===== src/rtl/eeprom_i2c_pkg.sv =====
package eeprom_i2c_pkg;

    localparam int        MEM_BYTES = 8192;
    localparam int        OFF_W     = $clog2(MEM_BYTES);
    localparam logic [6:0] DEV_ADDR = 7'h51;

    typedef enum logic [1:0] {BC_START, BC_STOP, BC_WRITE, BC_READ} bus_cmd_e;

    typedef enum logic [1:0] {
        ERR_NONE    = 2'd0,
        ERR_RANGE   = 2'd1,
        ERR_NACK    = 2'd2,
        ERR_TIMEOUT = 2'd3
    } xfer_err_e;

    typedef enum logic [2:0] {ST_IDLE, ST_START, ST_TX, ST_RX, ST_STOP, ST_FIN} seq_st_e;

    typedef enum logic [2:0] {
        SP_ADDR_W, SP_OFF_HI, SP_OFF_LO, SP_DATA, SP_POLL, SP_ADDR_R
    } seq_step_e;

endpackage


===== src/rtl/eeprom_i2c_tick.sv =====
module eeprom_i2c_tick #(
    parameter int QDIV = 32
) (
    input  logic clk,
    input  logic rst_n,
    input  logic en,
    output logic tick
);
    localparam int CW = (QDIV > 1) ? $clog2(QDIV) : 1;

    logic [CW-1:0] cnt_d, cnt_q;

    always_comb begin
        tick  = en && (cnt_q == CW'(QDIV - 1));
        cnt_d = (!en || tick) ? '0 : cnt_q + CW'(1);
    end

    always_ff @(posedge clk) begin
        if (!rst_n) cnt_q <= '0;
        else        cnt_q <= cnt_d;
    end
endmodule


===== src/rtl/eeprom_i2c_phy.sv =====
module eeprom_i2c_phy
    import eeprom_i2c_pkg::*;
#(
    parameter int QDIV = 32
) (
    input  logic     clk,
    input  logic     rst_n,
    input  logic     cmd_valid,
    input  bus_cmd_e cmd,
    input  logic     cmd_bit,
    output logic     done,
    output logic     rx_bit,
    input  logic     sda_in,
    output logic     scl_oe,
    output logic     sda_oe
);
    typedef struct packed {
        logic       busy;
        bus_cmd_e   cmd;
        logic       wbit;
        logic [1:0] ph;
        logic       scl;
        logic       sda;
        logic       rx;
        logic       done;
    } phy_s;

    phy_s d, q;
    logic tick;

    // {scl, sda} levels for each quarter of a bus symbol
    function automatic logic [1:0] lines_for(bus_cmd_e c, logic b, logic [1:0] p);
        case (c)
            BC_START: return (p == 2'd3) ? 2'b00 : ((p == 2'd2) ? 2'b10 : 2'b11);
            BC_STOP:  return (p == 2'd0) ? 2'b00 : ((p == 2'd3) ? 2'b11 : 2'b10);
            BC_WRITE: return {(p == 2'd1 || p == 2'd2), b};
            default:  return {(p == 2'd1 || p == 2'd2), 1'b1};
        endcase
    endfunction

    eeprom_i2c_tick #(.QDIV(QDIV)) u_tick (
        .clk  (clk),
        .rst_n(rst_n),
        .en   (q.busy),
        .tick (tick)
    );

    always_comb begin
        d      = q;
        d.done = 1'b0;
        if (!q.busy) begin
            if (cmd_valid) begin
                d.busy        = 1'b1;
                d.cmd         = cmd;
                d.wbit        = cmd_bit;
                d.ph          = 2'd0;
                {d.scl, d.sda} = lines_for(cmd, cmd_bit, 2'd0);
            end
        end else if (tick) begin
            if (q.cmd == BC_READ && q.ph == 2'd2) d.rx = sda_in;
            if (q.ph == 2'd3) begin
                d.busy = 1'b0;
                d.done = 1'b1;
            end else begin
                d.ph           = q.ph + 2'd1;
                {d.scl, d.sda} = lines_for(q.cmd, q.wbit, q.ph + 2'd1);
            end
        end
    end

    always_ff @(posedge clk) begin
        if (!rst_n) begin
            q     <= '0;
            q.scl <= 1'b1;
            q.sda <= 1'b1;
        end else begin
            q <= d;
        end
    end

    assign done   = q.done;
    assign rx_bit = q.rx;
    assign scl_oe = !q.scl;
    assign sda_oe = !q.sda;

    // data line only moves under a high clock during START or STOP
    a_r5_sda_steady_scl_high: assert property (@(posedge clk) disable iff (!rst_n)
        (q.scl && $past(q.scl) && (q.sda != $past(q.sda))) |-> (q.cmd == BC_START || q.cmd == BC_STOP));

    // sequencer hands over a symbol only when the engine is free
    a_r13_cmd_only_when_free: assert property (@(posedge clk) disable iff (!rst_n)
        cmd_valid |-> !q.busy);
endmodule


===== src/rtl/eeprom_i2c_ctrl.sv =====
module eeprom_i2c_ctrl
    import eeprom_i2c_pkg::*;
#(
    parameter int QDIV     = 32,
    parameter int POLL_MAX = 64,
    parameter int LEN_W    = 14
) (
    input  logic             clk,
    input  logic             rst_n,
    input  logic             req_start,
    input  logic             req_read,
    input  logic [12:0]      req_offset,
    input  logic [LEN_W-1:0] req_len,
    input  logic [7:0]       wr_data,
    output logic             wr_take,
    output logic [7:0]       rd_data,
    output logic             rd_valid,
    output logic             busy,
    output logic             done,
    output logic [1:0]       err,
    input  logic             sda_in,
    output logic             scl_oe,
    output logic             sda_oe
);
    localparam int TW = $clog2(POLL_MAX + 1);
    localparam int SW = ((LEN_W > OFF_W) ? LEN_W : OFF_W) + 1;

    typedef struct packed {
        seq_st_e          st;
        seq_step_e        step;
        logic [3:0]       bitn;
        logic [7:0]       sh;
        logic [OFF_W-1:0] off;
        logic [LEN_W-1:0] left;
        logic [TW-1:0]    tries;
        logic             rd;
        logic             ack;
        logic             wait_ph;
        xfer_err_e        err;
        logic             done;
        logic [7:0]       rdat;
        logic             rvld;
        logic             wtk;
    } ctl_s;

    ctl_s     d, q;
    logic     phy_valid, phy_bit, phy_done, phy_rx;
    bus_cmd_e phy_cmd;
    logic [SW-1:0] span;

    function automatic logic [7:0] tx_byte(seq_step_e s, logic [OFF_W-1:0] o, logic [7:0] w);
        case (s)
            SP_OFF_HI: return 8'(o >> 8);
            SP_OFF_LO: return o[7:0];
            SP_DATA:   return w;
            SP_ADDR_R: return {DEV_ADDR, 1'b1};
            default:   return {DEV_ADDR, 1'b0};
        endcase
    endfunction

    eeprom_i2c_phy #(.QDIV(QDIV)) u_phy (
        .clk      (clk),
        .rst_n    (rst_n),
        .cmd_valid(phy_valid),
        .cmd      (phy_cmd),
        .cmd_bit  (phy_bit),
        .done     (phy_done),
        .rx_bit   (phy_rx),
        .sda_in   (sda_in),
        .scl_oe   (scl_oe),
        .sda_oe   (sda_oe)
    );

    always_comb begin
        d      = q;
        d.done = 1'b0;
        d.rvld = 1'b0;
        d.wtk  = 1'b0;
        span   = SW'(req_offset) + SW'(req_len);

        phy_valid = 1'b0;
        phy_cmd   = BC_START;
        phy_bit   = 1'b1;
        if (!q.wait_ph && (q.st inside {ST_START, ST_TX, ST_RX, ST_STOP})) begin
            phy_valid = 1'b1;
            d.wait_ph = 1'b1;
            case (q.st)
                ST_STOP: phy_cmd = BC_STOP;
                ST_TX: begin
                    phy_cmd = (q.bitn == 4'd8) ? BC_READ : BC_WRITE;
                    phy_bit = q.sh[7];
                end
                ST_RX: begin
                    phy_cmd = (q.bitn == 4'd8) ? BC_WRITE : BC_READ;
                    phy_bit = (q.bitn == 4'd8) ? (q.left == LEN_W'(1)) : 1'b1;
                end
                default: phy_cmd = BC_START;
            endcase
        end

        case (q.st)
            ST_IDLE: if (req_start) begin
                d.rd    = req_read;
                d.off   = req_offset;
                d.left  = req_len;
                d.err   = ERR_NONE;
                d.tries = '0;
                if (span > SW'(MEM_BYTES)) begin
                    d.err = ERR_RANGE;
                    d.st  = ST_FIN;
                end else if (req_len == '0) begin
                    d.st = ST_FIN;
                end else begin
                    d.step = SP_ADDR_W;
                    d.st   = ST_START;
                end
            end
            ST_FIN: begin
                d.done = 1'b1;
                d.st   = ST_IDLE;
            end
            default: if (q.wait_ph && phy_done) begin
                d.wait_ph = 1'b0;
                case (q.st)
                    ST_START: begin
                        d.st   = ST_TX;
                        d.bitn = '0;
                        d.sh   = tx_byte(q.step, q.off, wr_data);
                    end
                    ST_TX: if (q.bitn != 4'd8) begin
                        d.sh   = {q.sh[6:0], 1'b0};
                        d.bitn = q.bitn + 4'd1;
                    end else begin
                        d.ack  = !phy_rx;
                        d.bitn = '0;
                        case (q.step)
                            SP_ADDR_W: if (phy_rx) begin
                                d.err = ERR_NACK;
                                d.st  = ST_STOP;
                            end else begin
                                d.step = SP_OFF_HI;
                                d.sh   = tx_byte(SP_OFF_HI, q.off, wr_data);
                            end
                            SP_OFF_HI: begin
                                d.step = SP_OFF_LO;
                                d.sh   = tx_byte(SP_OFF_LO, q.off, wr_data);
                            end
                            SP_OFF_LO: if (q.rd) begin
                                d.st = ST_STOP;
                            end else begin
                                d.step = SP_DATA;
                                d.sh   = wr_data;
                                d.wtk  = 1'b1;
                            end
                            SP_ADDR_R: if (phy_rx) begin
                                d.err = ERR_NACK;
                                d.st  = ST_STOP;
                            end else begin
                                d.st = ST_RX;
                            end
                            default: d.st = ST_STOP;
                        endcase
                    end
                    ST_RX: if (q.bitn != 4'd8) begin
                        d.sh   = {q.sh[6:0], phy_rx};
                        d.bitn = q.bitn + 4'd1;
                        if (q.bitn == 4'd7) begin
                            d.rdat = {q.sh[6:0], phy_rx};
                            d.rvld = 1'b1;
                        end
                    end else begin
                        d.left = q.left - LEN_W'(1);
                        d.bitn = '0;
                        if (q.left == LEN_W'(1)) d.st = ST_STOP;
                    end
                    default: begin
                        d.st = ST_FIN;
                        if (q.err == ERR_NONE) begin
                            case (q.step)
                                SP_OFF_LO: begin
                                    d.step = SP_ADDR_R;
                                    d.st   = ST_START;
                                end
                                SP_DATA: begin
                                    d.step  = SP_POLL;
                                    d.tries = '0;
                                    d.st    = ST_START;
                                end
                                SP_POLL: if (q.ack) begin
                                    d.left = q.left - LEN_W'(1);
                                    d.off  = q.off + OFF_W'(1);
                                    if (q.left != LEN_W'(1)) begin
                                        d.step = SP_ADDR_W;
                                        d.st   = ST_START;
                                    end
                                end else if (q.tries == TW'(POLL_MAX - 1)) begin
                                    d.err = ERR_TIMEOUT;
                                end else begin
                                    d.tries = q.tries + TW'(1);
                                    d.st    = ST_START;
                                end
                                default: d.st = ST_FIN;
                            endcase
                        end
                    end
                endcase
            end
        endcase
    end

    always_ff @(posedge clk) begin
        if (!rst_n) q <= '0;
        else        q <= d;
    end

    assign busy     = (q.st != ST_IDLE);
    assign done     = q.done;
    assign err      = q.err;
    assign rd_data  = q.rdat;
    assign rd_valid = q.rvld;
    assign wr_take  = q.wtk;

    // an idle block never pulls a line low
    a_r1_idle_lines_free: assert property (@(posedge clk) disable iff (!rst_n)
        !busy |-> (!scl_oe && !sda_oe));

    // a rejected range never reaches the bus
    a_r2_range_no_bus: assert property (@(posedge clk) disable iff (!rst_n)
        (busy && q.err == ERR_RANGE) |-> (!scl_oe && !sda_oe));

    // completion is a single-cycle pulse
    a_r13_done_single: assert property (@(posedge clk) disable iff (!rst_n)
        done |=> !done);

    // bytes are consumed only by write commands
    a_r6_take_in_write: assert property (@(posedge clk) disable iff (!rst_n)
        wr_take |-> (busy && !q.rd));

    // bytes are produced only by read commands
    a_r10_valid_in_read: assert property (@(posedge clk) disable iff (!rst_n)
        rd_valid |-> (busy && q.rd));
endmodule


===== config.mk =====
export PLATFORM = sky130hd
export DESIGN_NAME = eeprom_i2c_ctrl
export DESIGN_NICKNAME = d
export VERILOG_FILES = /design/src/rtl/eeprom_i2c_pkg.sv /design/src/rtl/eeprom_i2c_tick.sv /design/src/rtl/eeprom_i2c_phy.sv /design/src/rtl/eeprom_i2c_ctrl.sv
export SDC_FILE = /design/constraint.sdc
export NUM_CORES = 1
export LEC_CHECK = 0
export BUFFER_PORTS_ARGS = -buffer_cell sky130_fd_sc_hd__buf_2
export CORE_MARGIN = 10
export CORE_UTILIZATION = 50
export DETAILED_ROUTE_END_ITERATION = 8
export PLACE_DENSITY = 0.69
export REMOVE_ABC_BUFFERS = 1
export SLEW_MARGIN = 10
export SYNTH_ARGS = -nofsm -noshare
export SYNTH_HDL_FRONTEND = slang
export SYNTH_SLANG_ARGS = --single-unit

===== constraint.sdc =====
create_clock -name clk -period 5.65 [get_ports clk]
set_input_delay 0 -clock clk [delete_from_list [all_inputs] [get_ports clk]]
set_output_delay 0 -clock clk [all_outputs]
set_load 0.02 [all_outputs]

* Yosys cells after proc, flatten, opt, wreduce, memory -nomap -nowiden *
Index checks and enable logic that the tools add are counted.
Widths: inputs -> output; s select.

word-level totals
  output and inout port bits = 16
  register bits after elaboration = 83
  input bits = 40
  word-level logic and storage cells = 244

operators by class
  $add $sub $neg = 7
  order comparisons = 1
  reduce and logical (&&, ||, !) cells = 59
  multiplexer cells = 87
  bitwise operators = 9
  eq/ne operators = 57

operators by type and width
  kind                  count
  $pmux 34 s2           1
  $mux 27               2
  $mux 52               1
  $mux 3                15
  $pmux 12 s3           1
  $mux 35               1
  $mux 34               1
  $mux 8                4
  $ne 4x4->1 const B    8
  $pmux 8 s4            1
  $mux 6                5
  $reduce_bool 3->1     10
  $pmux 14 s2           1
  $pmux 3 s3            3
  $pmux 3 s2            4
  $pmux 8 s3            1
  $reduce_and 8->1      3
  $mux 2                11
  $mux 7                3
  $mux 1                18
  $pmux 2 s3            3
  $add 13x14->15        1
  $gt 15x14->1 const B  1
  $eq 14x1->1 const B   1
  55 further kinds      120

* Longest topological paths before layout *
Gate-level depths: netlist (run 1).

  word-level depth = 8
  mapped depth = 12
  gate-level depth less buffers = 10

* Cells and area by module *
Synthesis (run 1) repeated with hierarchy kept, for this count alone.

second synthesis, totals
  cell total of the unflattened synthesis = 733
  area total of the unflattened synthesis = 5,693.0 µm²

by module, submodules not included
  module           cells each  seq. area each (µm²)  area each (µm²)  times used
  eeprom_i2c_ctrl  657         1,361.3               4,954.8          1
  eeprom_i2c_phy   55          200.2                 525.5            1
  eeprom_i2c_tick  21          100.1                 212.7            1

* Worst setup path after synthesis (run 1) *
No wires, ideal clock.

  path kind = input to register
  from = input port req_offset[0]
  to = register q[62] (netlist name)
  setup time = 0.122 ns
  data required time = 5.528 ns
  data arrival time = 2.420 ns
  stages on the path = 10
  slack = 3.108 ns
  path through = ha_1 > fa_1 > a211oi_4 > o21ai_2 > a211o_1 > a211oi_2 > nand4b_1 > o41ai_4 > a21oi_2 > a311o_1

on the way
  cells in the longest elaborated chain, start to end = 4

ends and longest elaborated chain
  what                         RTL line                text
  start, declared              eeprom_i2c_ctrl.sv:12   input logic [12:0] req_offset,
  $add 13x14->15               eeprom_i2c_ctrl.sv:79   span = SW'(req_offset) + SW'(req_len);
  $gt 15x14->1                 eeprom_i2c_ctrl.sv:108  if (span > SW'(MEM_BYTES)) begin
  $ne 2x2->1 (no line)         -
  $reduce_and 14->1 (no line)  -
  end signal, assigned         eeprom_i2c_ctrl.sv:212  if (!rst_n) q <= '0;
  end signal, assigned         eeprom_i2c_ctrl.sv:213  else q <= d;
  end, declared                eeprom_i2c_ctrl.sv:46   ctl_s d, q;

No other way between the ends.
A chain may end at the register's enable or synchronous reset.

* Worst setup path in the final report (run 1) *
  from = register q[65] (netlist name)
  to = register q[30] (netlist name)

on the way
  cells in the longest elaborated chain, start to end = 5
  elaborated cells on any way between the ends = 18
  those cells by class = 7 x eq/ne; 3 x mux; 1 x bitwise; 7 x reduce/logical

ends and longest elaborated chain
  what                                             RTL line                text
  $eq 3x1->1 / $eq 3x2->1 (equally long branches)  eeprom_i2c_ctrl.sv:124  case (q.st)
  $reduce_or 2->1 (no line)                        -
  $pmux 14 s2                                      eeprom_i2c_ctrl.sv:124
  $mux 52                                          eeprom_i2c_ctrl.sv:122  default: if (q.wait_ph && phy_done) begin
  $pmux 34 s2                                      eeprom_i2c_ctrl.sv:101  case (q.st)

Parallel ways exist; a longest one is shown, timed or not. The select of a mux whose other input is x is not followed.

==> results of run 1 <==
==> flip-flops by register name (all words and copies together) (netlist names) <==
signal / count
done: 1
err: 2
q: 55
rd_data: 8
rd_valid: 1
u_phy.done: 1
u_phy.q: 8
u_phy.rx_bit: 1
u_phy.u_tick.cnt_q: 5
wr_take: 1
==> per-stage QoR <==
stage	cells	area, um^2	hold WS, ns	power (mW)	util
after floorplan	728	5547	0.06194	1.166	-
after global placement	931	6038	0.2314	1.323	0.5311
after detailed placement	931	6038	0.2388	1.337	0.5311
after CTS	953	6385	0.01799	1.917	0.5616
after global routing	953	6385	0.06022	2.031	0.5616
final	953	6385	0.02389	1.910	0.5616
==> layer usage <==
layer  routed length, um  vias up  track usage
met5                   0        -            0
met4                 329        0      0.07351
met3                1002       26      0.05252
met2                7683      209       0.3134
met1                7338     2822       0.2510
li1                    -     2889            -
==> worst register-to-register path, delay by kind of cell, from the launching register on <==
family / cells / cell delay, ns
and+or+nand+nor: 6 / 1.69
DFF: 1 / 0.89
AOI/OAI and AO/OA: 2 / 0.45
buffers and inverters: 2 / 0.39
==> cell type report <==
cell class / count / share of cell area
sequential: 83 / 0.2602
tap: 143 / 0.02802
timing repair buffer: 66 / 0.05840
clock buffer: 9 / 0.03527
clock inverter: 7 / 0.009602
inverter: 22 / 0.01293
multi-input combinational: 623 / 0.5955
==> logic make-up after synthesis <==
group	count (synthesis)	share of synthesized area
compound gates	256	0.2892
xor+xnor	22	0.03330
fa+ha+maj	25	0.05536
buf+inv	74	0.05558
flops	83	0.2872
mux	20	0.03525
simple gates	300	0.2442
==> cell usage in the layout, fill, tap and decap left out, drive strengths merged, types with 11 or more instances in the layout <==
master,instances
a21oi,77
buf,60
a22oi,12
nand2,70
dfxtp,83
o21ai,78
nor2,108
mux2i,17
nor3,22
inv,24
and3,16
nand3,25
a211oi,11
xnor2,12
o211ai,11
ha,24
==> worst max-delay path by stage <==
stage                                   from                  to  slack, ns  cells past startpoint
final                     q[65]$_SDFFE_PN0P_  q[30]$_SDFFE_PN0P_       2.11                     10
after global routing      q[65]$_SDFFE_PN0P_  q[30]$_SDFFE_PN0P_       1.79                     10
after CTS                 q[65]$_SDFFE_PN0P_  q[30]$_SDFFE_PN0P_       2.19                     10
after detailed placement  q[65]$_SDFFE_PN0P_  q[30]$_SDFFE_PN0P_       2.25                     10
after global placement    q[65]$_SDFFE_PN0P_  q[30]$_SDFFE_PN0P_       2.38                     10
after floorplan           q[65]$_SDFFE_PN0P_  q[30]$_SDFFE_PN0P_       2.43                      9
==> where the power goes <==
part           internal, mW  total (mW)  switching, mW
Clock                 0.305       0.569          0.264
Combinational         0.241       0.624          0.383
Sequential            0.639       0.716         0.0777
Total                  1.19        1.91          0.725
==> impl_metrics.toml, run 1 <==
[setup_path]
crit_path_max_incr_delay_ns = 0.89
r2r_end = "q[30]$_SDFFE_PN0P_"
r2r-start = "q[65]$_SDFFE_PN0P_"
cp_cell_sequence = "or2_1, nor2_2, inv_2, nand2_1, a21oi_1, buf_4, nand2_1, or2_0, a21oi_1, nor2_1"
critPathRequiredTime_ns = 5.88
path_class = "reg2reg"
r2r_cells = 10
critPathMaxFanout = 28
r2r_slack_ns = 2.11
critPathCaptureType = "flip-flop"
crit_family = "simple AND/OR/NAND/NOR gates"
cp.arrival_ns = 3.77
start_kind = "flip-flop"
crit_slowest_cell = "dfxtp_1"
crit_buf_inv = 2

[timing]
tightest_slew_ns = 1.122
finalSetupViolCount = 0
fin_crit_sh = 0.6260
relSlewSlack = 0.2519
fin_worst_skew_ns = 0.006800
fmax_mhz = 282.7
rsz0062_at_grt = "no"
hold_violations = 0
maxSlewViolCount = 0
period_minus_slack_ns = 3.537
setup_ws_ns = 2.113
setup-tns-final_ns = 0

[finish]
layout-drive-gt1-share = 0.1259
multiInputGateArea_mm2 = 0.003802
area_delta_synth_final_pct = 10.36
antenna_cells = 0
num-fill-cells = 1104
final_nets = 870
register_area_mm2 = 0.001662

[global_routing]
grt_overflow = 0
grt_pass1_vias = 5600
antenna_found_initial = 0
grt_max_degree = 41
grt_pass1_wl_um = 27150
grtUsageTotal = 0.1974

[run]
maxCapViolCount = 0

[detailed_routing]
via_per_inst = 6.239
ant_nets = 0
vias = 5946
wl_per_cell_um = 17.16
dr.pass1.iters = 5
drt_iter0_drc = 610
drc_errors = 0
routed_wl_um = 16350

[die]
start_util = 0.5089
die-area_mm2 = 0.01627
die_h_um = 127.6
die_w_um = 127.6
io_pins = 56
row_count = 39
fp.coreArea_mm2 = 0.01137

[hold_path]
hold_path_class = "in2reg"
hold_end = "q[33]$_SDFFE_PN0P_"
hold_start = "req_len[10]"
hold_path_depth = 3

[clock_network]
cts_buffers = 9
postCtsSetupBuffers = 0
clock-sinks = 83
clock-root-buffer = "clkbuf_16"
htreeDepth = 3
cts_tree = "done"
clkTransAtPathRegs_ns = 0.07
cts-resized-gates = 0
clock_path_buffers = 2
insertion_delay_ns = 0.35
cts_hold_buf = 6

[yosys]
synth_cell_type_count = 76
netlist_instances = 780
synth_edf_count = 0
netlist_top_cells_area = "dfxtp_1 29%, nor2_1 6.9%, a21oi_1 6.5%"
synth_seq_area_share = 0.2872
netlist.area_leader.share = 0.2872
syn_avg_cell_area_um2 = 7.417
yosys_warnings = 0
yosys.area.top_type = "dfxtp_1"
synth_area_mm2 = 0.005786
ys_ff_latch = 83
async_flop_share = 0
synthTopCellsByCount = "107 x nor2_1, 83 x dfxtp_1, 75 x a21oi_1, 72 x o21ai_0, 70 x nand2_1"
synth_ff_type = "dfxtp_1"
synth.most_common_cell = "nor2_1"

[placed_design]
io_buffers = 55
place_worst_setup_slack_ns = 2.245
post-dp-hpwl_um = 11980
place.gp.congestion = 0.8860

[power_and_ir_drop]
p_leak_nw = 2.378
irDropWorstVdd_mv = 0.2417
power.density_mw_per_mm2 = 299.1

[run_status]
status = "complete, no violations"
(Power assumes the default switching activity.)
==> run 2: changes to the inputs <==
clock period = 3.37 ns   (was 5.65 ns; I/O delays follow)
==> run 2 against run 1 <==
Compared with the run above: sequential cell count stayed put; hold slack better by 0.0043 ns; utilization is 0.87 points higher; non-clock buffer count is 8 higher; highest routed layer unchanged.
==> impl_metrics.toml, run 2 (same netlist as run 1, synthesis figures left out) <==
[power_and_ir_drop]
p_clk_frac = 0.323
swShare = 0.3569
pwr-share-seq = 0.354
fin_total_pwr_mw = 3.362
irDropWorstVdd_mv = 0.4013
switchingPower_mw = 1.200
p_leak_nw = 2.437
combPwrFrac = 0.323
p_int_mw = 2.162
power.density_mw_per_mm2 = 518.5

[setup_path]
cp_common_cell = "a21oi_1"
start_kind = "input port"
critPathCaptureType = "flip-flop"
critPathMaxFanout = 7
r2r_slack_ns = 0.69
cp_cell_sequence = "dlygate4sd3_1, buf_2, ha_1, a21oi_1, o21ai_1, a211o_1, a211oi_2, nand4b_1, o41ai_4, a21oi_1, o31a_1"
crit_path_max_incr_delay_ns = 0.53
critPathRequiredTime_ns = 3.60
path_class = "in2reg"
crit_buf_inv = 2
crit_family = "compound AO/OA/AOI/OAI gates"
crit_slowest_cell = "dlygate4sd3_1"
cp.arrival_ns = 3.04

[timing]
fmax_mhz = 356.3
setup-tns-final_ns = 0
fin_crit_sh = 0.8328
maxSlewViolCount = 0
period_minus_slack_ns = 2.807
hold_violations = 0
setup_ws_ns = 0.5634
tightest_slew_ns = 1.131
rsz0062_at_grt = "no"
holdWs_ns = 0.02818
fin_worst_skew_ns = 0.01086
relSlewSlack = 0.2459
finalSetupViolCount = 0

[clock_network]
cts_buffers = 9
clock-sinks = 83
cts_tree = "done"
clock_path_buffers = 2
insertion_delay_ns = 0.35
postCtsSetupBuffers = 0
htreeDepth = 3
clkTransAtPathRegs_ns = 0.07
clock-root-buffer = "clkbuf_16"

[finish]
fin_cells = 961
top_register = "q"
largest_register_ffs = 55
mostFrequentLayoutCells = "107 x nor2_1, 83 x dfxtp_1, 75 x a21oi_1"
layout-drive-gt1-share = 0.1357
area_delta_synth_final_pct = 12.07
final_nets = 878
layout_commonest_cell = "nor2_1"
final_area_mm2 = 0.006484
fin_util = 0.5703
antenna_cells = 0

[detailed_routing]
dr.pass1.iters = 5
drc_errors = 0
via_per_inst = 6.168
ant_nets = 0
drt_iter0_drc = 589
wl_per_cell_um = 17.06
vias = 5927
routed_wl_um = 16400

[placed_design]
place.gp.congestion = 0.9021
place_inst = 940
place_worst_setup_slack_ns = 0.4398
io_buffers = 55
post-dp-hpwl_um = 12030
dpl_cell_area_mm2 = 0.006106

[global_routing]
grtUsageTotal = 0.1929
grt_pass1_wl_um = 26660
grt_max_degree = 39
grt_overflow = 0
grt_pass1_vias = 5496
antenna_found_initial = 0

[die]
die_w_um = 127.6
fp.coreArea_mm2 = 0.01137
start_util = 0.5089
io_pins = 56
die-area_mm2 = 0.01627
row_count = 39
die_h_um = 127.6

[run]
maxCapViolCount = 0

[run_status]
status = "complete, no violations"

[hold_path]
hold_path_class = "in2reg"
[run 2: metal layers]
layer,GRT usage,up-vias,routed length (um)
met4,0.07616,0,365
met3,0.03722,36,1001
met1,0.2491,2785,7400
li1,-,2900,-
met2,0.3101,206,7629
met5,0,-,0
[run 2: cell type report]
| type | count | area [um^2] |
|---|---|---|
| flip-flops and latches | 83 | 1662 |
| multi-input cells | 623 | 3802 |
| clock inverters | 6 | 88.84 |
| repair buffers | 74 | 430.4 |
| clock buffers | 10 | 239.0 |
| well taps | 143 | 178.9 |
| fillers | 1099 | 4886 |
| inverters | 22 | 82.58 |
[run 2: timing repair]
item | 4_1_cts | 5_1_grt
gates resized for setup | 0 | 0
hold endpoints to repair | 6 | 0
endpoints found under the setup margin | 0 | 0
hold buffers | 5 | 0
[run 2: worst register-to-register path: cells and delay by family, from the launching register on]
family                 cells  cell delay, ns
AOI/OAI and AO/OA          2            0.28
and+or+nand+nor            6            1.23
buffers and inverters      2            0.41
DFF                        1            0.65
[run 2: worst paths after layout]
check | endpoint | cells past startpoint | startpoint
worst max-delay path | q[67]$_SDFFE_PN0P_ | 11 | req_offset[7]
worst min-delay path | q[49]$_SDFFE_PN0P_ | 3 | req_offset[12]
worst max register to register | q[30]$_SDFFE_PN0P_ | 10 | q[67]$_SDFFE_PN0P_
worst min register to register | u_phy.u_tick.cnt_q[0]$_SDFF_PP0_ | 1 | u_phy.u_tick.cnt_q[0]$_SDFF_PP0_
[run 2: power by group through the flow]
stage	registers [mW]	logic (mW)	clock network, mW
finish	1.19	1.09	1.09
global route	1.21	1.20	1.14
CTS	1.19	1.07	1.10
detailed placement	1.21	1.06	0
global placement	1.20	1.04	0
floorplan	1.19	0.764	0
==> run 3: changes to the inputs <==
ABC_AREA = 1   (was default)
PLACE_DENSITY = 0.72   (was 0.69)
clock period = 2.5 ns   (was 3.37 ns; I/O delays follow)
==> run 3 against run 2 <==
Compared with the run above: the run now ends with hold timing left; clock skew increased by 0.00059 ns; hold slack got worse by 0.034 ns; worst setup slack got worse by 0.29 ns; utilization up 0.80 points; combinational power grew to 2.8 times the previous value; final cell count grew 14%; largest power group is now combinational logic.
==> impl_metrics.toml, run 3 <==
[run_status]
status = "complete, but fails checks"
violations = "hold timing"

[die]
fp.coreArea_mm2 = 0.01137
row_count = 39
die_h_um = 127.7
die-area_mm2 = 0.01631
start_util = 0.5101
die_w_um = 127.7
io_pins = 56

[yosys]
async_flop_share = 0
synthTopCellsByCount = "171 x nand2_1, 132 x inv_1, 106 x nor2_1, 83 x dfxtp_1, 76 x a21oi_1"
synth_compound_area_frac = 0.2289
synth_area_mm2 = 0.005799
muxShareOfSynthArea = 0
netlist_top_cells_area = "dfxtp_1 29%, nand2_1 11%, inv_1 8.5%"
yosys.area_share.xor_xnor = 0.01208
synth_adder_area_share = 0.05523
yosys.area.top_type = "dfxtp_1"
synth_edf_count = 0
synth.most_common_cell = "nand2_1"
netlist.area_leader.share = 0.2865
synthSimpleGateAreaFrac = 0.2936
synth_seq_area_share = 0.2865
synth_ff_type = "dfxtp_1"
ys_ff_latch = 83
syn_avg_cell_area_um2 = 6.516
synth_top_family_by_area = "simple AND/OR/NAND/NOR gates"
synth_cell_type_count = 50
yosys_warnings = 0
netlist_instances = 890

[detailed_routing]
drt_iter0_drc = 426
routed_wl_um = 15970
via_per_inst = 5.420
dr.pass1.iters = 5
drc_errors = 0
vias = 5924
ant_nets = 0
wl_per_cell_um = 14.61

[timing]
setup-tns-final_ns = 0
maxSlewViolCount = 0
fin_crit_sh = 0.8898
period_minus_slack_ns = 2.224
fmax_mhz = 449.6
fin_worst_skew_ns = 0.01145
relSlewSlack = 0.5901
hold_violations = 1
setup_ws_ns = 0.2756
finalSetupViolCount = 0
tightest_slew_ns = 0.6142
rsz0062_at_grt = "no"
holdWs_ns = -0.005735

[setup_path]
crit_slowest_cell = "dlygate4sd3_1"
crit_path_max_incr_delay_ns = 0.53
path_class = "in2reg"
crit_family = "simple AND/OR/NAND/NOR gates"
cp.arrival_ns = 2.52
critPathRequiredTime_ns = 2.80
start_kind = "input port"
r2r_cells = 7
crit_buf_inv = 2
critPathMaxFanout = 5
cp_common_cell = "nand2_1"
cp.depth = 19
cp_cell_sequence = "dlygate4sd3_1, buf_2, ha_1, fa_2, nand3_1, nand3_2, nand2_1, nand2_1, nand2_1, nand2_1, nor2_1, nand2_1, nor2_1, nand3_1, nand3_2, nand3_2, nand2_1, nand2_1, nor2_1"
critPathCaptureType = "flip-flop"

[clock_network]
htreeDepth = 3
clock-sinks = 83
cts_buffers = 9
postCtsSetupBuffers = 0
insertion_delay_ns = 0.35
clkTransAtPathRegs_ns = 0.06
clock-root-buffer = "clkbuf_16"
clock_path_buffers = 2
cts_tree = "done"

[finish]
final_nets = 1010
area_delta_synth_final_pct = 13.38
antenna_cells = 0
top_register = "q"
final_area_mm2 = 0.006575
mostFrequentLayoutCells = "171 x nand2_1, 132 x inv_1, 106 x nor2_1"
largest_register_ffs = 55
multiInputGateArea_mm2 = 0.003433
num-fill-cells = 1112
register_area_mm2 = 0.001662
layout-drive-gt1-share = 0.1295
layout_commonest_cell = "nand2_1"

[power_and_ir_drop]
power.density_mw_per_mm2 = 977.5
fin_total_pwr_mw = 6.427
p_leak_nw = 2.978
irDropWorstVdd_mv = 0.5520

[global_routing]
grt_pass1_vias = 5548
grtUsageTotal = 0.1959
grt_pass1_wl_um = 26520
antenna_found_initial = 0
grt_max_degree = 41
grt_overflow = 0

[hold_path]
hold_path_depth = 3
hold_path_class = "in2reg"

[run]
maxCapViolCount = 0

[placed_design]
io_buffers = 55
place_worst_setup_slack_ns = 0.3127
place.gp.congestion = 0.9175
dpl_cell_area_mm2 = 0.006147
post-dp-hpwl_um = 12160
-- run 3: area by class of cell --
class,instances,area share
clock inverter,5,0.01256
tap,143,0.02721
inverter,143,0.08259
timing repair buffer,72,0.06432
multi-input combinational,636,0.5222
clock buffer,11,0.03844
sequential,83,0.2527
-- run 3: path summary, 6_finish.rpt --
| check | start | end | slack (ns) |
|---|---|---|---|
| max | req_len[0] | q[64]$_SDFFE_PN0P_ | 0.28 |
| min | req_offset[2] | q[39]$_SDFFE_PN0P_ | -0.006 |
| max reg2reg | q[66]$_SDFFE_PN0P_ | q[54]$_SDFFE_PN0P_ | 0.42 |
| min reg2reg | u_phy.u_tick.cnt_q[0]$_SDFF_PP0_ | u_phy.u_tick.cnt_q[0]$_SDFF_PP0_ | 0.45 |
-- run 3: metal layers --
| layer | vias to the layer above | wire length, um | GRT usage |
|---|---|---|---|
| li1 | 3094 | - | - |
| met1 | 2658 | 7717 | 0.2567 |
| met2 | 151 | 6992 | 0.3070 |
| met3 | 21 | 950 | 0.04053 |
| met4 | 0 | 305 | 0.07947 |
| met5 | - | 0 | 0 |
-- run 3: report_power, final --
group | internal (mW) | switching (mW)
sequential | 1.61 | 0.257
clock | 0.933 | 0.566
combinational | 1.00 | 2.06
-- run 3: what timing repair did --
action,4_1_cts,5_1_grt
hold endpoints to repair,8,0
endpoints found under the setup margin,0,5
hold buffers,8,0
resized for setup,0,3
-- run 3: logic make-up (layout without fill, tap and decap cells) --
family | Yosys count | count (layout)
xor gates and xnor gates | 8 | 8
adders and majority gates | 25 | 25
DFF | 83 | 83
AOI/OAI and AO/OA | 218 | 218
and+or+nand+nor | 385 | 385
buffers and inverters | 171 | 231
-- run 3: worst min-delay path: cells and delay by family --
| kind | cells | cell delay [ns] |
|---|---|---|
| AO/OA/AOI/OAI | 2 | 0.19 |
| buffers and inverters | 1 | 0.11 |
-- run 3: metrics by stage --
| step | instances | util | hold WS, ns |
|---|---|---|---|
| final | 1093 | 0.5783 | -0.005735 |
| after CTS | 1093 | 0.5772 | 0.0009561 |
| after floorplan | 862 | - | 0.09864 |
| after global placement | 1069 | 0.5407 | 0.2889 |
| after global routing | 1093 | 0.5783 | 0.02519 |
| after detailed placement | 1069 | 0.5407 | 0.2986 |
